**config.mk**
```make
export PLATFORM = sky130hd
export DESIGN_NAME = cond_cmp_logic_unit
export DESIGN_NICKNAME = d
export VERILOG_FILES = /design/src/rtl/ccu_pkg.sv /design/src/rtl/ccu_rst_sync.sv /design/src/rtl/ccu_gate.sv /design/src/rtl/ccu_logic.sv /design/src/rtl/ccu_sub.sv /design/src/rtl/cond_cmp_logic_unit.sv
export SDC_FILE = /design/constraint.sdc
export NUM_CORES = 1
export LEC_CHECK = 0
export BUFFER_PORTS_ARGS = -buffer_cell sky130_fd_sc_hd__buf_2
export CORE_UTILIZATION = 60
export CTS_BUF_LIST = sky130_fd_sc_hd__clkbuf_8
export DETAILED_ROUTE_END_ITERATION = 6
export GPL_TIMING_DRIVEN = 0
export PLACE_DENSITY = 0.85
export SYNTH_ARGS = -nofsm -noshare
export SYNTH_HDL_FRONTEND = slang
export SYNTH_HIERARCHICAL = 1
export SYNTH_SLANG_ARGS = --single-unit
export TNS_END_PERCENT = 30
```
**constraint.sdc**
```tcl
create_clock -name clk -period 1.01 [get_ports clk]
set_input_delay 0.202 -clock clk [delete_from_list [all_inputs] [get_ports clk]]
set_output_delay 0.202 -clock clk [all_outputs]
set_load 0.01 [all_outputs]
```
**src/rtl/ccu_pkg.sv**
```systemverilog
package ccu_pkg;

  typedef enum logic [1:0] {
    LF_AND = 2'b00,
    LF_OR  = 2'b01,
    LF_XOR = 2'b10,
    LF_NOT = 2'b11
  } logic_fn_e;

  typedef enum logic [1:0] {
    CF_FULL   = 2'b00,
    CF_BORROW = 2'b01,
    CF_RSV2   = 2'b10,
    CF_RSV3   = 2'b11
  } cmp_fn_e;

  typedef enum logic [1:0] {
    PR_IF_C   = 2'b00,
    PR_IF_NC  = 2'b01,
    PR_ALWAYS = 2'b10,
    PR_NEVER  = 2'b11
  } pred_e;

  typedef struct packed {
    logic c;
    logic v;
    logic z;
    logic n;
  } flags_t;

endpackage

```
**src/rtl/ccu_rst_sync.sv**
```systemverilog
module ccu_rst_sync (
  input  logic clk,
  input  logic rst_n_a,
  output logic rst_n_s
);

  logic stage1_q;
  logic stage2_q;

  always_ff @(posedge clk or negedge rst_n_a) begin
    if (!rst_n_a) begin
      stage1_q <= 1'b0;
      stage2_q <= 1'b0;
    end else begin
      stage1_q <= 1'b1;
      stage2_q <= stage1_q;
    end
  end

  assign rst_n_s = stage2_q;

endmodule

```
**src/rtl/ccu_gate.sv**
```systemverilog
module ccu_gate
  import ccu_pkg::*;
(
  input  logic       imm_form,
  input  logic [1:0] pred,
  input  logic       c_flag,
  output logic       exec
);

  always_comb begin
    if (imm_form) begin
      exec = 1'b1;
    end else begin
      case (pred_e'(pred))
        PR_ALWAYS: exec = 1'b1;
        PR_IF_C:   exec = c_flag;
        PR_IF_NC:  exec = ~c_flag;
        default:   exec = 1'b0;
      endcase
    end
  end

endmodule

```
**src/rtl/ccu_logic.sv**
```systemverilog
module ccu_logic
  import ccu_pkg::*;
#(
  parameter int W = 16
) (
  input  logic [1:0]   fn,
  input  logic [W-1:0] a,
  input  logic [W-1:0] b,
  output logic [W-1:0] res,
  output logic         zero,
  output logic         neg
);

  always_comb begin
    case (logic_fn_e'(fn))
      LF_AND:  res = a & b;
      LF_OR:   res = a | b;
      LF_XOR:  res = a ^ b;
      default: res = ~b;
    endcase
  end

  assign zero = (res == '0);
  assign neg  = res[W-1];

endmodule

```
**src/rtl/ccu_sub.sv**
```systemverilog
module ccu_sub #(
  parameter int W = 24
) (
  input  logic [W-1:0] a,
  input  logic [W-1:0] b,
  input  logic         bin,
  output logic         borrow,
  output logic         ovf,
  output logic         zero,
  output logic         neg
);

  logic [W:0]   wide;
  logic [W-1:0] diff;

  assign wide   = {1'b0, a} - {1'b0, b} - {{W{1'b0}}, bin};
  assign diff   = wide[W-1:0];
  assign borrow = wide[W];
  assign ovf    = (a[W-1] ^ b[W-1]) & (diff[W-1] ^ a[W-1]);
  assign zero   = (diff == '0);
  assign neg    = diff[W-1];

endmodule

```
**src/rtl/cond_cmp_logic_unit.sv**
```systemverilog
module cond_cmp_logic_unit
  import ccu_pkg::*;
#(
  parameter int DATA_W  = 24,
  parameter int LOGIC_W = 16,
  parameter int IMM_W   = 7
) (
  input  logic              clk,
  input  logic              rst_n,
  input  logic              in_valid,
  input  logic              in_grp,
  input  logic              in_imm,
  input  logic [3:0]        in_sub,
  input  logic [DATA_W-1:0] in_rd,
  input  logic [DATA_W-1:0] in_rs,
  input  logic [IMM_W-1:0]  in_imm7,
  input  logic              c_in,
  input  logic              v_in,
  input  logic              z_in,
  input  logic              n_in,
  output logic              done,
  output logic              wb_en,
  output logic [DATA_W-1:0] wb_data,
  output logic              c_out,
  output logic              v_out,
  output logic              z_out,
  output logic              n_out
);

  localparam int UPPER_W   = DATA_W - LOGIC_W;
  localparam int PAD_FULL  = DATA_W - IMM_W;
  localparam int PAD_LOGIC = LOGIC_W - IMM_W;

  // internal reset: asserted asynchronously, released on a clock edge
  logic rst_n_i;

  ccu_rst_sync u_rst (
    .clk     (clk),
    .rst_n_a (rst_n),
    .rst_n_s (rst_n_i)
  );

  // predicate evaluation
  logic exec;

  ccu_gate u_gate (
    .imm_form (in_imm),
    .pred     (in_sub[3:2]),
    .c_flag   (c_in),
    .exec     (exec)
  );

  // operand shaping
  logic [DATA_W-1:0]  imm_zx_full;
  logic [LOGIC_W-1:0] imm_sx_low;
  logic [LOGIC_W-1:0] src_low;
  logic [DATA_W-1:0]  src_full;

  assign imm_zx_full = {{PAD_FULL{1'b0}}, in_imm7};
  assign imm_sx_low  = {{PAD_LOGIC{in_imm7[IMM_W-1]}}, in_imm7};
  assign src_low     = in_imm ? imm_sx_low  : in_rs[LOGIC_W-1:0];
  assign src_full    = in_imm ? imm_zx_full : in_rs;

  // bitwise logic datapath
  logic [LOGIC_W-1:0] lg_res;
  logic               lg_zero;
  logic               lg_neg;

  ccu_logic #(.W(LOGIC_W)) u_logic (
    .fn   (in_sub[1:0]),
    .a    (in_rd[LOGIC_W-1:0]),
    .b    (src_low),
    .res  (lg_res),
    .zero (lg_zero),
    .neg  (lg_neg)
  );

  // full-width plain compare
  logic fc_brw, fc_ovf, fc_zero, fc_neg;

  ccu_sub #(.W(DATA_W)) u_cmp_full (
    .a      (in_rd),
    .b      (src_full),
    .bin    (1'b0),
    .borrow (fc_brw),
    .ovf    (fc_ovf),
    .zero   (fc_zero),
    .neg    (fc_neg)
  );

  // low-width compare with carry-in as borrow
  logic bc_brw, bc_ovf, bc_zero, bc_neg;

  ccu_sub #(.W(LOGIC_W)) u_cmp_borrow (
    .a      (in_rd[LOGIC_W-1:0]),
    .b      (src_low),
    .bin    (c_in),
    .borrow (bc_brw),
    .ovf    (bc_ovf),
    .zero   (bc_zero),
    .neg    (bc_neg)
  );

  // next-state selection
  logic              wb_en_d;
  logic [DATA_W-1:0] wb_data_d;
  flags_t            flags_d;

  always_comb begin
    wb_en_d   = 1'b0;
    wb_data_d = '0;
    flags_d   = '{c: c_in, v: v_in, z: z_in, n: n_in};
    if (in_valid && exec) begin
      if (!in_grp) begin
        wb_en_d   = 1'b1;
        wb_data_d = {{UPPER_W{1'b0}}, lg_res};
        flags_d.v = 1'b0;
        flags_d.z = lg_zero;
        flags_d.n = lg_neg;
      end else begin
        case (cmp_fn_e'(in_sub[1:0]))
          CF_FULL:   flags_d = '{c: fc_brw, v: fc_ovf, z: fc_zero, n: fc_neg};
          CF_BORROW: flags_d = '{c: bc_brw, v: bc_ovf, z: bc_zero, n: bc_neg};
          default:   flags_d = '{c: c_in, v: v_in, z: z_in, n: n_in};
        endcase
      end
    end
  end

  // result registers
  logic              done_q;
  logic              wb_en_q;
  logic [DATA_W-1:0] wb_data_q;
  flags_t            flags_q;

  always_ff @(posedge clk or negedge rst_n_i) begin
    if (!rst_n_i) begin
      done_q    <= 1'b0;
      wb_en_q   <= 1'b0;
      wb_data_q <= '0;
      flags_q   <= '0;
    end else begin
      done_q    <= in_valid;
      wb_en_q   <= wb_en_d;
      wb_data_q <= wb_data_d;
      flags_q   <= flags_d;
    end
  end

  assign done    = done_q;
  assign wb_en   = wb_en_q;
  assign wb_data = wb_data_q;
  assign c_out   = flags_q.c;
  assign v_out   = flags_q.v;
  assign z_out   = flags_q.z;
  assign n_out   = flags_q.n;

endmodule

```
==> results of run 1 <==
-- critical path: stages --
cell and delay [ns]:
buf_12 0.12, buf_12 0.15, mux2_4 0.31, buf_6 0.13, inv_4 0.04, fa_1 0.45
inv_1 0.09, ha_2 0.17, o21ai_2 0.06, a311o_1 0.32, buf_6 0.15, a211oi_2 0.18
a21oi_2 0.06, nor4_2 0.28, o2111ai_2 0.22, nor4b_4 0.36, mux2_4 0.21, o32ai_2 0.07
a21oi_2 0.14
-- worst max-delay path by stage --
stage	to	depth (start not counted)	slack, ns	start
final	z_out$_DFF_PN0_	19	-2.53	in_imm
after global routing	z_out$_DFF_PN0_	19	-2.59	in_imm
after CTS	z_out$_DFF_PN0_	18	-2.42	in_imm
after detailed placement	z_out$_DFF_PN0_	16	-2.95	in_imm
after global placement	z_out$_DFF_PN0_	16	-2.87	in_imm
after floorplan	z_out$_DFF_PN0_	17	-2.21	in_imm
-- final cells by class --
class / instances / area [um2]
Clock inverter: 1 / 30.0
Timing Repair Buffer: 104 / 587
Fill cell: 632 / 2020
Tap cell: 108 / 135
Multi-Input combinational cell: 462 / 4510
Buffer: 20 / 163
Clock buffer: 3 / 41.3
Sequential cell: 24 / 601
Inverter: 202 / 767
-- power groups by stage --
| stage | registers (uW) | clock network (uW) | logic (uW) |
|---|---|---|---|
| 2_1_floorplan | 1100 | 0 | 3160 |
| 3_3_place_gp | 1060 | 0 | 4020 |
| 3_5_place_dp | 1070 | 0 | 4160 |
| 4_1_cts | 1050 | 835 | 4370 |
| 5_1_grt | 1050 | 872 | 5150 |
| 6_report | 1040 | 803 | 4720 |
-- cells in the final DEF, fill, tap and decap left out, types with 7 or more instances in the layout --
master,n
a21oi_1,25
inv_1,190
buf_4,22
dfrtp_1,24
inv_2,9
nand4_1,8
o21ai_0,15
nor3_1,12
conb_1,10
buf_2,92
nand2b_4,8
ha_1,97
xnor2_1,8
mux2i_1,7
nor2b_4,8
nor2_1,17
nor2b_1,13
ha_4,8
mux4_2,15
nand2_1,29
a21oi_2,8
o211ai_1,10
and2_1,16
xor2_1,8
nand2b_1,8
-- cell families after synthesis --
family,after synthesis,share of synthesized area
AOI/OAI and AO/OA,128,0.173
xor gates and xnor gates,18,0.0298
adders and majority gates,112,0.258
buffers and inverters,222,0.163
DFF,24,0.108
muxes,32,0.0980
other,2,0.00135
and+or+nand+nor,162,0.169
-- stage by stage --
stage	utilization	power [uW]
after floorplan	-	4260
after global placement	0.715	5080
after detailed placement	0.715	5230
after CTS	0.743	6260
after global routing	0.772	7080
final	0.772	6570
-- routing by layer --
metal  track usage  up-vias
met5             0        -
met4        0.0967        0
met3        0.0208       40
met2         0.522      225
met1         0.347     2469
li1              -     2565
-- timing repair --
| action | CTS | global route |
|---|---|---|
| hold buffers | 1 | 0 |
| endpoints found under the setup margin | 21 | 43 |
| endpoints found under the hold margin | 2 | 0 |
| pin swaps | 19 | 31 |
| resized for setup | 25 | 52 |
| buffers inserted | 10 | 6 |
==> summary.md, run 1 <==
| Metric | Value |
|---|---|
| Status | complete, but fails checks |
| Failing checks | design-rule violations, negative setup slack |
| Die W | 98.1 um |
| Worst Skew | 0.00155 ns |
| DR top layer | met4 |
| Prevailing post-synth register cell | dfrtp_1 |
| Mapped Cells | 700 |
| Distinct cells, synth | 84 |
| FF+latch count, synth | 24 |
| Worst R2R End | wb_data[9]$_DFF_PN0_ |
| Met3 WL | 887 um |
| EDFF count, synth | 0 |
| Achievable clock frequency | 283 MHz |
| Met2 WL | 7090 um |
| Met1 wire length | 5850 um |
| Max FFs per register | 16 |
| Max Cap Viol | 0 |
| Longest Clk Path Bufs | 2 |
| Antenna violations before repair | 0 |
| Share of the synthesized area in the top cell type | 0.244 |
| Fin worst setup slack | -2.53 ns |
| # setup viols final | 21 |
| Clock share of power | 0.122 |
| Overall routing resource usage | 0.284 |
| # DRC | 13 |
| Worst-Skew Late Latency | 0.26 ns |
| Synthesized area per cell | 7.92 um2 |
| CTS H-tree lvls | 1 |
| GR Overflow Total | 0 |
| IO Count | 98 |
| Root Driver | clkbuf_8 |
| Area leader, netlist | ha_1 |
| P_leak | 0.00369 uW |
| Wire per inst | 15.4 um |
| Hold_sp | in_valid |
| Vias | 5,299 |
| Global-route wire length before repair | 22,200 um |
| Startpoint types | input port |
| Tcrit/Tclk final | 3.50 |
| Reg2reg path depth | 0 |
| Critical Path AT | 3.73 ns |
| Pwr dens | 962 nW/um2 |
| DP Wirelength | 11,200 um |
| Final instance area | 6830 um2 |
| Starting Density | 0.626 |
| Share of cells above drive strength 1 | 0.304 |
| Final antenna-violating net count | 0 |
| CTS tree | built |
| P_int | 3660 uW |
| Fin. Hold Viols | 0 |
| Core area | 8850 um2 |
| Top post-synthesis cells by count | inv_1, ha_1, a21oi_1 |
| Cell with the most instances after synthesis | inv_1 |
| Cell Area, Placed | 6320 um2 |
| Die area | 9630 um2 |
| Worst Setup End Kind | flop |
| Final min period | 3.54 ns |
| Largest cells by area after synthesis | ha_1, inv_1, dfrtp_1 |
| Worst hold path type | in2reg |
| Crit-path max FO | 7 |
| Worst-path clk slew | 0.07 ns |
| Rows | 34 |
| Final nets | 997 |
| Final WL | 14,200 um |
| DR iter-0 viols | 297 |
| RePlAce Congestion | 0.943 |
| Max VDD drop | 0.000716 V |
| Vias per cell | 5.73 |
| Largest net degree at the start of global routing | 23 |
| Post-Syn Area | 5540 um2 |
| Psw | 2910 uW |
| Setup TNS | -19.41 ns |
| Ys async rst share | 1.00 |
| Sw frac | 0.443 |
| Register area share after synthesis | 0.108 |
| Hold_ws | 0.0925 ns |
| Sequential Power Share | 0.159 |
| Number of global-route vias before repair | 5,010 |
| Inst Count DP | 905 |
| Slew HR | 0.457 |
| Antenna cells | 0 |
| Flop-to-flop setup slack | 0.16 ns |
| DRT Pass-1 Iters | 7 |
| RSZ-0062 raised after global routing | true |
| Die Span Y | 98.1 um |
| Gate power share | 0.719 |
| Synthesis Warnings | 6 |
| Crit Path Class | in2reg |
| Hold Path Sink | done$_DFF_PN0_ |
| Layout Cells excl Fill | 924 |
| Worst slew pin tran | 0.815 ns |
| R2R Path Start | u_rst/rst_n_s$_DFF_PN0_ |
| CTS buffer count | 3 |
| DP Worst Slack | -2.95 ns |
| Final max-slew violation count | 0 |
| Synth-to-layout area growth | 23.3% |
| CTS sink cnt | 24 |
| WP data required | 1.20 ns |
| Hold depth | 1 |
| Number of port buffers | 89 |
Note: power is estimated with default switching activity, not from simulation.
==> inputs of run 2 (changes only) <==
==> constraint.sdc (replaced) <==
create_clock -name clk -period 1.01 [get_ports clk]
set_input_delay 0.202 -clock clk [delete_from_list [all_inputs] [get_ports clk]]
set_output_delay 0.202 -clock clk [all_outputs]
set_load 0.02 [all_outputs]
==> run 2 against run 1 <==
The run still ends with design-rule violations, negative setup slack left. Sequential power about the same. Combinational power is 4.7% higher. Global-route usage did not move. Critical endpoint unchanged. Sequential share of layout area decreased by 0.23 points. Cell area up 2.7%. Largest cell class unchanged. Flip-flop and latch count unchanged. Power grew 3.6%. Non-clock buffer count grew 9. Routed wire length increased by 5.4%. Die area unchanged.
==> summary.md, run 2 (synthesis gave the netlist of run 1 again) <==
| Metric | Value |
|---|---|
| Status | complete, but fails checks |
| Failing checks | design-rule violations, negative setup slack |
| CTS buffer count | 3 |
| Startpoint types | input port |
| CTS tree | built |
| DR iter-0 viols | 393 |
| DP Wirelength | 11,200 um |
| Worst Setup End Kind | flop |
| Slew HR | 0.455 |
| Die area | 9630 um2 |
| CP max stage delay | 0.45 ns |
| P_leak | 0.00375 uW |
| Final antenna-violating net count | 0 |
| Final max-slew violation count | 0 |
| Overall routing resource usage | 0.284 |
| Starting Density | 0.626 |
| DP Worst Slack | -2.95 ns |
| Flop-to-flop setup slack | 0.16 ns |
| Die W | 98.1 um |
| Pwr dens | 970 nW/um2 |
| RSZ-0062 raised after global routing | true |
| Number of port buffers | 89 |
| Most common cell after layout, fill and taps aside | inv_1 |
| Vias | 5,410 |
| GR Overflow Total | 0 |
| # DRC | 16 |
| Die Span Y | 98.1 um |
| Synth-to-layout area growth | 26.6% |
| Hold Path Sink | done$_DFF_PN0_ |
| Wire per inst | 16.1 um |
| Final WL | 15,000 um |
| Rows | 34 |
| Worst-path clk slew | 0.08 ns |
| Worst-Skew Late Latency | 0.27 ns |
| Worst hold path type | in2reg |
| R2R Path Start | u_rst/rst_n_s$_DFF_PN0_ |
| Hold depth | 1 |
| IO Count | 98 |
| Largest net degree at the start of global routing | 23 |
| Global-route wire length before repair | 22,200 um |
| DRT Pass-1 Iters | 7 |
| Register area | 601 um2 |
| Crit Path Class | in2reg |
| Max FFs per register | 16 |
| Worst slew pin tran | 0.817 ns |
| Number of global-route vias before repair | 5,010 |
| Antenna violations before repair | 0 |
| Worst Skew | 0.000743 ns |
| CP max stage cell | fa_1 |
| RePlAce Congestion | 0.943 |
| Max Cap Viol | 0 |
| Core area | 8850 um2 |
| WP data required | 1.21 ns |
| Final nets | 1,006 |
| Vias per cell | 5.80 |
| PnR Total Power | 6810 uW |
| Commonest cells after routing, fill and taps aside | inv_1, ha_1, buf_2 |
| # setup viols final | 21 |
| Critical Path AT | 3.77 ns |
| Fin worst setup slack | -2.57 ns |
| Tcrit/Tclk final | 3.54 |
| Antenna cells | 0 |
| Share of cells above drive strength 1 | 0.322 |
| CTS sink cnt | 24 |
| Hold_sp | in_valid |
| Final core utilization | 0.793 |
| Root Driver | clkbuf_8 |
| Layout Cells excl Fill | 933 |
| Reg2reg path depth | 0 |
| Final min period | 3.58 ns |
| Inst Count DP | 905 |
| # fillers | 597 |
| Max VDD drop | 0.000717 V |
| CTS H-tree lvls | 1 |
| Worst path cell trace | buf_12 -> buf_12 -> mux2_4 -> buf_6 -> inv_4 -> fa_1 -> inv_1 -> ha_2 -> o21ai_2 -> a311o_1 -> buf_6 -> a211oi_2 -> a21oi_2 -> nor4_2 -> o2111ai_2 -> nor4b_4 -> mux2_4 -> o32ai_2 -> a21oi_2 |
| Multi-input gate area | 4560 um2 |
| Worst R2R End | wb_data[6]$_DFF_PN0_ |
| Achievable clock frequency | 279 MHz |
| Fin. Hold Viols | 0 |
| Crit-path max FO | 7 |
| Longest Clk Path Bufs | 2 |
## run 2: area by class of cell
type | count | area share
flip-flops and latches | 24 | 0.0856
repair buffers | 113 | 0.102
clock buffers | 3 | 0.00588
plain buffers | 20 | 0.0232
clock inverters | 1 | 0.00428
multi-input cells | 462 | 0.650
inverters | 202 | 0.110
well taps | 108 | 0.0193
## run 2: worst max-delay path by stage
stage / start / to / slack, ns / cells after the start
5_1_grt: in_imm / z_out$_DFF_PN0_ / -2.64 / 19
3_3_place_gp: in_imm / z_out$_DFF_PN0_ / -2.87 / 16
2_1_floorplan: in_imm / z_out$_DFF_PN0_ / -2.21 / 17
4_1_cts: in_imm / z_out$_DFF_PN0_ / -2.42 / 18
6_report: in_imm / z_out$_DFF_PN0_ / -2.57 / 19
3_5_place_dp: in_imm / z_out$_DFF_PN0_ / -2.95 / 16
## run 2: worst max-delay path: cells and delay by family
family                   cells  cell delay (ns)
multiplexers                 2             0.53
adder cells (fa/ha/maj)      2             0.62
AND/OR/NAND/NOR              2             0.67
AO/OA/AOI/OAI                7             1.08
buffers and inverters        6             0.67
## run 2: report_power, final
part / switching, uW / total (uW) / internal (uW)
logic: 2740 / 4940 / 2200
registers: 29.0 / 1050 / 1020
clock network: 292 / 822 / 530
## run 2: metrics by stage
| step | setup TNS (ns) | hold WS [ns] | area, um2 |
|---|---|---|---|
| finish | -19.64 | 0.0876 | 7020 |
| CTS | -19.40 | 0.0824 | 6570 |
| floorplan | -17.50 | -0.0936 | 5740 |
| global route | -21.73 | 0.0754 | 7020 |
| global placement | -27.61 | -0.0120 | 6320 |
| detailed placement | -28.27 | -0.0119 | 6320 |
## run 2: timing repair
| action | 4_1_cts | 5_1_grt |
|---|---|---|
| gates resized for setup | 25 | 80 |
| setup endpoints to repair | 21 | 54 |
| buffers inserted | 10 | 15 |
| pin swaps | 19 | 33 |
| hold endpoints to repair | 2 | 0 |
| hold buffers | 1 | 0 |
| cloned | 0 | 0 |
## run 2: routing by layer
| layer | GRT usage | vias to the layer above | part of all wire |
|---|---|---|---|
| met5 | 0 | - | 0 |
| met4 | 0.0967 | 0 | 0.031 |
| met3 | 0.0208 | 46 | 0.065 |
| met2 | 0.522 | 241 | 0.50 |
| met1 | 0.347 | 2541 | 0.40 |
| li1 | - | 2582 | - |
==> inputs of run 3 (changes only) <==
CORE_UTILIZATION = 55   (was 60)
PLACE_DENSITY = 0.79   (was 0.85)
==> run 3 against run 2 <==
The run ends with negative setup slack left. Sequential share of layout area is 0.056 points lower. Clock skew increased by 0.0047 ns. Maximum frequency increased by 3.8%. Flip-flop and latch count unchanged. Non-clock buffer count rose by 1. Cell area rose by 0.66%. Global-route usage is 1.1 points lower. Worst setup slack improved by 0.13 ns. Routed wire length fell by 1.1%. Combinational power grew 3%. Clock power is 27% lower. Largest power group unchanged.
==> summary.md, run 3 (synthesis gave the netlist of run 1 again) <==
| Metric | Value |
|---|---|
| Status | complete, but fails checks |
| Failing checks | negative setup slack |
| P_int | 3650 uW |
| Number of global-route vias before repair | 4,862 |
| Startpoint types | input port |
| DRT Pass-1 Iters | 5 |
| Final antenna-violating net count | 0 |
| Hold_sp | in_valid |
| Layout Cells excl Fill | 959 |
| Die W | 102 um |
| Overall routing resource usage | 0.273 |
| Levels on crit path | 17 |
| P_leak | 0.00373 uW |
| CTS H-tree lvls | 1 |
| Reg2reg path depth | 0 |
| Cell Area, Placed | 6360 um2 |
| Slew HR | 0.466 |
| Worst-path clk slew | 0.07 ns |
| # DRC | 0 |
| Wire per inst | 15.5 um |
| Vias per cell | 5.50 |
| Clock share of power | 0.090 |
| Die area | 10,500 um2 |
| Fin worst setup slack | -2.44 ns |
| Hold depth | 1 |
| Commonest cells after routing, fill and taps aside | inv_1, ha_1, buf_2 |
| DP Worst Slack | -2.98 ns |
| Critical Path AT | 3.59 ns |
| CP max stage cell | fa_2 |
| Longest Clk Path Bufs | 2 |
| Core area | 9770 um2 |
| Crit Path Class | in2reg |
| Worst path cell trace | buf_12 -> buf_12 -> mux2_4 -> inv_2 -> fa_2 -> ha_4 -> o21ai_4 -> a311oi_4 -> a41oi_2 -> nor2_1 -> o31ai_1 -> nand3_1 -> nor4bb_1 -> and4b_1 -> mux2_4 -> o32ai_1 -> a21oi_1 |
| Antenna violations before repair | 0 |
| Worst-Skew Late Latency | 0.26 ns |
| Achievable clock frequency | 290 MHz |
| Final instance area | 7060 um2 |
| Buf+Inv Stages, Crit Path | 3 |
| CTS sink cnt | 24 |
| R2R Path Start | u_rst/rst_n_s$_DFF_PN0_ |
| Die Span Y | 102 um |
| Final min period | 3.45 ns |
| Psw | 3090 uW |
| Final WL | 14,800 um |
| Hold Path Sink | done$_DFF_PN0_ |
| CP delay by family, top | compound AO/OA/AOI/OAI gates |
| CP max stage delay | 0.46 ns |
| Worst Skew | 0.00546 ns |
| Synth-to-layout area growth | 27.4% |
| GR Overflow Total | 0 |
| Vias | 5,277 |
| WP data required | 1.15 ns |
| Max Cap Viol | 0 |
| Pwr dens | 953 nW/um2 |
| Crit-path max FO | 5 |
| Final core utilization | 0.723 |
| CTS buffer count | 3 |
| DP Wirelength | 11,300 um |
| Max VDD drop | 0.000834 V |
| Max FFs per register | 16 |
| Global-route wire length before repair | 22,500 um |
| RSZ-0062 raised after global routing | true |
| Largest net degree at the start of global routing | 23 |
| RePlAce Congestion | 1.00 |
| Tcrit/Tclk final | 3.41 |
| Root Driver | clkbuf_8 |
| Worst Setup End Kind | flop |
| Final nets | 1,007 |
| Number of port buffers | 89 |
| Rows | 36 |
| IO Count | 98 |
| Final max-slew violation count | 0 |
| DR iter-0 viols | 244 |
| Share of cells above drive strength 1 | 0.323 |
| Sequential Power Share | 0.156 |
| Antenna cells | 0 |
| Flop-to-flop setup slack | 0.17 ns |
| Most common cell after layout, fill and taps aside | inv_1 |
| Inst Count DP | 930 |
| Worst hold path type | in2reg |
| Sw frac | 0.459 |
| # setup viols final | 21 |
| Worst slew pin tran | 0.800 ns |
| Setup TNS | -19.40 ns |
| CTS tree | built |
| Starting Density | 0.567 |
| Worst R2R End | wb_data[7]$_DFF_PN0_ |
| Gate power share | 0.755 |
| Fin. Hold Viols | 0 |
==> run 3: cell count changes in the layout (fill, tap and decap cells not counted), moves of 3 or more <==
cell,delta
nand2b_4,-3
buf_4,+3
inv_4,-4
nand2b_1,+3
nor2b_4,-3
a21oi_1,-3
inv_2,+6
==> run 3: power by group through the flow <==
stage / combinational [uW] / clock, uW / sequential [uW]
final: 5080 / 603 / 1050
after global routing: 5540 / 655 / 1060
after CTS: 4630 / 609 / 1050
after detailed placement: 4240 / 0 / 1070
after global placement: 4110 / 0 / 1060
after floorplan: 3170 / 0 / 1140
==> run 3: how the worst max path moves through the flow <==
stage                       to  slack (ns)  startpoint
6_report       z_out$_DFF_PN0_       -2.44      in_imm
5_1_grt        z_out$_DFF_PN0_       -2.55      in_imm
4_1_cts        z_out$_DFF_PN0_       -2.36      in_imm
3_5_place_dp   z_out$_DFF_PN0_       -2.98      in_imm
3_3_place_gp   z_out$_DFF_PN0_       -2.92      in_imm
2_1_floorplan  z_out$_DFF_PN0_       -2.21      in_imm
==> run 3: per-stage QoR <==
stage	hold slack, ns	power (uW)
2_1_floorplan	-0.0936	4310
3_3_place_gp	-0.0115	5170
3_5_place_dp	-0.0115	5300
4_1_cts	0.0859	6280
5_1_grt	0.0820	7260
6_report	0.0884	6730
==> run 3: what timing repair did <==
item	in CTS	in global routing
setup endpoints to repair	21	25
hold endpoints to repair	2	0
setup buffers	12	11
hold buffers	1	0
gates resized for setup	49	57
pin swaps	30	22
cloned	1	0
==> run 3: cell type report <==
type	count	area, um2
repair buffers	114	712
flip-flops and latches	24	601
clock buffers	4	55.1
well taps	133	166
fillers	740	2710
plain buffers	20	174
multi-input cells	462	4590
inverters	202	764
==> run 3: per-layer routing <==
| metal | wire length [um] | track usage | vias to the layer above | part of all wire |
|---|---|---|---|---|
| met2 | 7300 | 0.483 | 204 | 0.49 |
| met5 | 0 | 0 | - | 0 |
| met3 | 842 | 0.0171 | 30 | 0.057 |
| met1 | 6360 | 0.357 | 2467 | 0.43 |
| li1 | - | - | 2576 | - |
| met4 | 325 | 0.0747 | 0 | 0.022 |
